File: src/rtl/iagg_pkg.sv
package iagg_pkg;
    localparam int unsigned SRC_PER_BANK = 32;
    localparam int unsigned LOC_W        = $clog2(SRC_PER_BANK);
    localparam int unsigned DATA_W       = 32;
    localparam int unsigned WIN_LSB      = 4;   // 16-byte window per bank

    // Register slot inside a bank window, taken from address bits [3:2]
    typedef enum logic [1:0] {
        OFS_CAUSE    = 2'd0,
        OFS_IRQ_MASK = 2'd1,
        OFS_FIQ_MASK = 2'd2,
        OFS_EPT_MASK = 2'd3
    } win_ofs_e;

    typedef struct packed {
        logic [SRC_PER_BANK-1:0] irq;
        logic [SRC_PER_BANK-1:0] fiq;
        logic [SRC_PER_BANK-1:0] ept;
    } mask_set_t;
endpackage

File: src/rtl/iagg_bank.sv
module iagg_bank
    import iagg_pkg::*;
(
    input  logic                    clk,
    input  logic                    rst_n,
    input  logic [SRC_PER_BANK-1:0] src_i,
    input  logic                    wr_en_i,
    input  win_ofs_e                wr_ofs_i,
    input  logic [DATA_W-1:0]       wr_data_i,
    output mask_set_t               masks_o,
    output logic                    irq_any_o,
    output logic                    fiq_any_o,
    output logic                    ept_any_o,
    output logic                    loc_valid_o,
    output logic [LOC_W-1:0]        loc_idx_o
);
    mask_set_t masks_d, masks_q;

    logic [SRC_PER_BANK-1:0] irq_pend;
    logic [SRC_PER_BANK-1:0] fiq_pend;
    logic [SRC_PER_BANK-1:0] ept_pend;
    logic [LOC_W-1:0]        loc_idx;

    // Next-state: only mask slots accept writes; the cause slot drops them
    always_comb begin
        masks_d = masks_q;
        if (wr_en_i) begin
            case (wr_ofs_i)
                OFS_IRQ_MASK: masks_d.irq = wr_data_i;
                OFS_FIQ_MASK: masks_d.fiq = wr_data_i;
                OFS_EPT_MASK: masks_d.ept = wr_data_i;
                default:      masks_d     = masks_q;
            endcase
        end
    end

    always_ff @(posedge clk or negedge rst_n) begin
        if (!rst_n) begin
            masks_q <= '0;
        end else begin
            masks_q <= masks_d;
        end
    end

    assign irq_pend = src_i & masks_q.irq;
    assign fiq_pend = src_i & masks_q.fiq;
    assign ept_pend = src_i & masks_q.ept;

    // Highest set bit wins: later iterations overwrite lower ones
    always_comb begin
        loc_idx = '0;
        for (int i = 0; i < SRC_PER_BANK; i++) begin
            if (irq_pend[i]) begin
                loc_idx = LOC_W'(i);
            end
        end
    end

    assign masks_o     = masks_q;
    assign irq_any_o   = |irq_pend;
    assign fiq_any_o   = |fiq_pend;
    assign ept_any_o   = |ept_pend;
    assign loc_valid_o = |irq_pend;
    assign loc_idx_o   = loc_idx;
endmodule

File: src/rtl/iagg_prio.sv
module iagg_prio
    import iagg_pkg::*;
#(
    parameter int unsigned NUM_BANKS = 2,
    parameter int unsigned IDX_W     = $clog2(NUM_BANKS * SRC_PER_BANK)
) (
    input  logic [NUM_BANKS-1:0]       bank_valid_i,
    input  logic [NUM_BANKS*LOC_W-1:0] loc_idx_i,
    output logic                       valid_o,
    output logic [IDX_W-1:0]           idx_o
);
    // Higher banks overwrite lower ones, so the top bank takes priority
    always_comb begin
        valid_o = 1'b0;
        idx_o   = '0;
        for (int b = 0; b < NUM_BANKS; b++) begin
            if (bank_valid_i[b]) begin
                valid_o = 1'b1;
                idx_o   = IDX_W'(b * SRC_PER_BANK)
                        + IDX_W'(loc_idx_i[b*LOC_W +: LOC_W]);
            end
        end
    end
endmodule

File: src/rtl/irq_bank_agg.sv
module irq_bank_agg
    import iagg_pkg::*;
#(
    parameter  int unsigned NUM_BANKS = 2,
    localparam int unsigned NUM_SRC   = NUM_BANKS * SRC_PER_BANK,
    localparam int unsigned IDX_W     = $clog2(NUM_SRC),
    localparam int unsigned ADDR_W    = $clog2(NUM_BANKS * 16) + 1
) (
    input  logic               clk,
    input  logic               rst_n,
    input  logic [NUM_SRC-1:0] src_i,
    input  logic               reg_wr_i,
    input  logic               reg_rd_i,
    input  logic [ADDR_W-1:0]  reg_addr_i,
    input  logic [DATA_W-1:0]  reg_wdata_i,
    output logic [DATA_W-1:0]  reg_rdata_o,
    output logic               irq_o,
    output logic               fiq_o,
    output logic               ept_o,
    output logic               pend_valid_o,
    output logic [IDX_W-1:0]   pend_idx_o
);
    localparam int unsigned BSEL_W = ADDR_W - WIN_LSB;

    typedef struct packed {
        logic [DATA_W-1:0] rdata;
        logic              irq;
        logic              fiq;
        logic              ept;
        logic              pvld;
        logic [IDX_W-1:0]  pidx;
    } top_state_t;

    top_state_t st_d, st_q;

    logic [BSEL_W-1:0] bsel;
    win_ofs_e          ofs;
    logic              aligned;

    mask_set_t                   masks_w [NUM_BANKS];
    logic [NUM_BANKS-1:0]        irq_any_w;
    logic [NUM_BANKS-1:0]        fiq_any_w;
    logic [NUM_BANKS-1:0]        ept_any_w;
    logic [NUM_BANKS-1:0]        loc_valid_w;
    logic [NUM_BANKS*LOC_W-1:0]  loc_idx_w;
    logic                        prio_valid;
    logic [IDX_W-1:0]            prio_idx;
    logic [DATA_W-1:0]           rd_mux;

    assign bsel    = reg_addr_i[ADDR_W-1:WIN_LSB];
    assign ofs     = win_ofs_e'(reg_addr_i[WIN_LSB-1:2]);
    assign aligned = (reg_addr_i[1:0] == 2'b00);

    for (genvar b = 0; b < NUM_BANKS; b++) begin : g_bank
        logic bank_wr;
        assign bank_wr = reg_wr_i && aligned && (bsel == BSEL_W'(b));

        iagg_bank u_bank (
            .clk         (clk),
            .rst_n       (rst_n),
            .src_i       (src_i[b*SRC_PER_BANK +: SRC_PER_BANK]),
            .wr_en_i     (bank_wr),
            .wr_ofs_i    (ofs),
            .wr_data_i   (reg_wdata_i),
            .masks_o     (masks_w[b]),
            .irq_any_o   (irq_any_w[b]),
            .fiq_any_o   (fiq_any_w[b]),
            .ept_any_o   (ept_any_w[b]),
            .loc_valid_o (loc_valid_w[b]),
            .loc_idx_o   (loc_idx_w[b*LOC_W +: LOC_W])
        );
    end

    iagg_prio #(
        .NUM_BANKS (NUM_BANKS),
        .IDX_W     (IDX_W)
    ) u_prio (
        .bank_valid_i (loc_valid_w),
        .loc_idx_i    (loc_idx_w),
        .valid_o      (prio_valid),
        .idx_o        (prio_idx)
    );

    // Read multiplexer: unmatched bank or misaligned address yields zero
    always_comb begin
        rd_mux = '0;
        for (int b = 0; b < NUM_BANKS; b++) begin
            if (aligned && (bsel == BSEL_W'(b))) begin
                case (ofs)
                    OFS_CAUSE:    rd_mux = src_i[b*SRC_PER_BANK +: SRC_PER_BANK];
                    OFS_IRQ_MASK: rd_mux = masks_w[b].irq;
                    OFS_FIQ_MASK: rd_mux = masks_w[b].fiq;
                    OFS_EPT_MASK: rd_mux = masks_w[b].ept;
                    default:      rd_mux = '0;
                endcase
            end
        end
    end

    always_comb begin
        st_d      = st_q;
        if (reg_rd_i) begin
            st_d.rdata = rd_mux;
        end
        st_d.irq  = |irq_any_w;
        st_d.fiq  = |fiq_any_w;
        st_d.ept  = |ept_any_w;
        st_d.pvld = prio_valid;
        st_d.pidx = prio_idx;
    end

    always_ff @(posedge clk or negedge rst_n) begin
        if (!rst_n) begin
            st_q <= '0;
        end else begin
            st_q <= st_d;
        end
    end

    assign reg_rdata_o  = st_q.rdata;
    assign irq_o        = st_q.irq;
    assign fiq_o        = st_q.fiq;
    assign ept_o        = st_q.ept;
    assign pend_valid_o = st_q.pvld;
    assign pend_idx_o   = st_q.pidx;
endmodule

File: config.mk
export PLATFORM = sky130hd
export DESIGN_NAME = irq_bank_agg
export DESIGN_NICKNAME = d
export VERILOG_FILES = /design/src/rtl/iagg_pkg.sv /design/src/rtl/iagg_bank.sv /design/src/rtl/iagg_prio.sv /design/src/rtl/irq_bank_agg.sv
export SDC_FILE = /design/constraint.sdc
export NUM_CORES = 1
export LEC_CHECK = 0
export ABC_CLOCK_PERIOD_IN_PS = 3000
export BUFFER_PORTS_ARGS = -buffer_cell sky130_fd_sc_hd__clkbuf_2
export CORE_MARGIN = 2
export CORE_UTILIZATION = 25
export CTS_BUF_LIST = sky130_fd_sc_hd__clkbuf_16
export DETAILED_ROUTE_END_ITERATION = 12
export SLEW_MARGIN = 30
export SYNTH_ARGS = -nofsm -noshare
export SYNTH_HDL_FRONTEND = slang
export SYNTH_SLANG_ARGS = --single-unit
export TNS_END_PERCENT = 100
File: constraint.sdc
create_clock -name clk -period 3 [get_ports clk]
set_input_delay 0.3 -clock clk [delete_from_list [all_inputs] [get_ports clk]]
set_output_delay 0.3 -clock clk [all_outputs]
set_load 0.02 [all_outputs]
==> results.toml <==
[worst_setup_path]
critPathSlowestCell = "a211oi_1"
cp-end-kind = "flip-flop"
crit_type = "reg2reg"
cp_cell_sequence = "nand2_1 > a32o_1 > a211oi_1 > o311ai_0 > a221oi_1 > o31ai_1"
required_ns = 3.39
cp.arrival_ns = 2.80
rrSetupSlack_ns = 0.60
cp_max_fo = 4
slowest_delay_ns = 0.51
cp-start-kind = "flip-flop"

[power_and_ir_drop]
cellLeakagePower_nw = 6.25
p_int_mw = 6.29
irDropWorstVdd_uv = 381
p_per_area_nw_per_um2 = 634
combPwrFrac = 0.201
p_sw_frac = 0.311
clkPwrFrac = 0.355
seqPwrFrac = 0.444
p_sw_mw = 2.83

[drt]
ant_nets = 0
firstDrtPassIters = 5
vias = 9466
wl_per_cell_microns = 29.1
drtIter0Drc = 1221
drt_wl_total_mm = 48.4
drcViolationCount = 0
via_per_inst = 5.69

[floorplanning]
rows = 80
start_util = 0.252
die_h_microns = 223
pin_count = 148
die_area_sq_um = 49600
die_x_microns = 223
placeableCoreArea_sq_um = 47400

[outcome]
outcome = "finished clean"

[timing]
clock_skew_ns = 0.00815
rsz0062_at_grt = "no"
post-route-period-util = 0.802
min_period_ns = 2.40
maxSlewViolCount = 0
slew_headroom = 0.437
finalHoldViolCount = 0
final.setup.tns_ns = 0
holdWs_ns = 0.0519
max_freq_mhz = 416
worst_pin_slew_ns = 0.834
setup_viol = 0

[clock_tree]
clockBufferDepth = 3
clkLatencyLatePin_ns = 0.55
clock_sinks = 233
cts_root_buf = "clkbuf_16"
cts-buffers-inserted = 27
clk_pin_slew_worst_paths_ns = 0.06
h-tree-depth = 1
cts_tree = "done"
cts_resized = 0

[global_route]
antenna_found_initial = 8
grt_pass1_vias = 9538
grt_overflow = 0
grt_pass1_wl_mm = 69.9
grt_max_degree = 118
grt_usage = 0.193

[layout]
multi_input_area_sq_um = 5960
area_delta_synth_final_pct = 20.2
fin_nets = 1135
n_fill_cell = 4833
ff_latch_area_sq_um = 5830
layout-drive-gt1-share = 0.429

[job]
drv_cap = 0

[logic_synthesis]
ys_async_sr_fraction = 1.00
syn-instance-count = 881
synth_top_family_by_area = "multiplexers"
synthAdderAreaFrac = 0
synth_compound_area_frac = 0.142
syn_area_sq_um = 12000
synth_xor_area_frac = 0
ys_seq_elements = 233
synth_cell_type_count = 47
ys_seq_area_frac = 0.487
avgSynthCellArea_sq_um = 13.6
yosysWarnings = 0
synth_mux_area_frac = 0.301
syn-num-nets = 987
synth-edff-count = 0
synthFlopType = "dfrtp_1"
yosys.area_share.simple = 0.0506

[hold_path]
hold_path_class = "in2reg"

[placement]
dp_hpwl_mm = 36.4
gp_congestion = 0.954
io_buffer_count = 147
## registers in the layout (all words and copies together) (netlist names)
| register | count |
|---|---|
| reg_rdata_o | 32 |
| ept_o | 1 |
| irq_o | 1 |
| fiq_o | 1 |
| g_bank.u_bank.masks_o | 192 |
| pend_idx_o | 6 |
## metal layers
metal / track usage / vias up / wire length (microns)
met5: 0 / - / 54
met4: 0.0758 / 10 / 2100
met3: 0.0473 / 129 / 4570
met2: 0.308 / 562 / 22500
met1: 0.253 / 4916 / 19200
li1: - / 3849 / -
## timing repair
item | CTS | global route
hold buffers | 1 | 0
buffers inserted | 0 | 0
endpoints found under the setup margin | 0 | 0
endpoints found under the hold margin | 233 | 0
## area by class of cell
type	instances	share of cell area
sequential	233	0.405
clock buffer	27	0.0470
multi-input combinational	599	0.414
tap	615	0.0535
clock inverter	20	0.0120
inverter	1	0.000261
antenna	3	0.000522
timing repair buffer	167	0.0672
## synth_stat cells (all sizes together) (2+ instances only)
master	n	area, sq um
a31oi	6	37.5
or4	2	15.0
o21ai	7	35.0
nand3	4	20.0
a22oi	56	425
clkbuf	16	60.1
a211oi	6	45.0
a222oi	3	30.0
nand2	36	135
a21oi	41	205
a22o	48	429
nor2	42	158
buf	32	164
nor4	5	73.8
o211ai	5	37.5
a32o	5	50.1
nand4	14	87.6
o31ai	3	22.5
nand2b	3	18.8
mux4	64	1440
nor3	4	25.0
and2	4	25.0
dfrtp	233	5830
mux2	192	2160
a32oi	4	35.0
a221oi	34	304
## final timing paths
check | from | to | depth (start not counted)
worst max-delay path | g_bank[1].u_bank.masks_o[66] | pend_idx_o[0] | 6
worst min-delay path | reg_wdata_i[30] | g_bank[1].u_bank.masks_o[62] | 2
worst max register to register | g_bank[1].u_bank.masks_o[66] | pend_idx_o[0] | 6
worst min register to register | reg_rdata_o[3] | reg_rdata_o[3] | 2
max in group asynchronous | rst_n | g_bank[0].u_bank.masks_o[46] | 3
min in group asynchronous | rst_n | g_bank[1].u_bank.masks_o[29] | 2
## cells in the final DEF, fill, tap and decap left out, drive strengths merged, types with 5 or more instances in the layout
cell type,Yosys,routed
inv,1,7
a22oi,56,56
buf,32,22
mux2,192,192
nor2,42,42
a22o,48,48
a32o,5,5
dfrtp,233,233
nand4,14,14
mux4,64,64
a21oi,41,41
clkbuf,16,171
a221oi,34,34
a211oi,6,6
nor4,5,5
o21ai,7,7
o211ai,5,5
nand2,36,36
a31oi,6,6
clkinv,0,9
## power groups by stage
stage               clock network, mW  registers, mW  logic (mW)
floorplan                           0           3.92        1.06
global placement                    0           4.07        1.79
detailed placement                  0           4.08        1.81
CTS                              3.29           4.03        1.82
global route                     3.40           4.08        1.95
finish                           3.24           4.05        1.83
## per-stage QoR
stage | std cells | power (mW) | setup WS (ns) | util | instance area, sq um
after detailed placement | 1614 | 5.89 | 0.551 | 0.285 | 13500
after global placement | 1614 | 5.86 | 0.509 | 0.285 | 13500
after floorplan | 881 | 4.98 | 1.20 | - | 12000
after global routing | 1662 | 9.43 | 0.449 | 0.303 | 14400
final | 1665 | 9.12 | 0.595 | 0.303 | 14400
after CTS | 1662 | 9.14 | 0.613 | 0.303 | 14400
## worst max-delay path: cells and delay by family (launching register included)
kind,cells,cell delay (ns)
flip-flops,1,0.42
AND/OR/NAND/NOR,1,0.07
AO/OA/AOI/OAI,5,1.77
## logic make-up after synthesis
family	Yosys count
compound gates	223
flops	233
buf+inv	49
mux	256
simple gates	120
(Power assumes the default switching activity.)
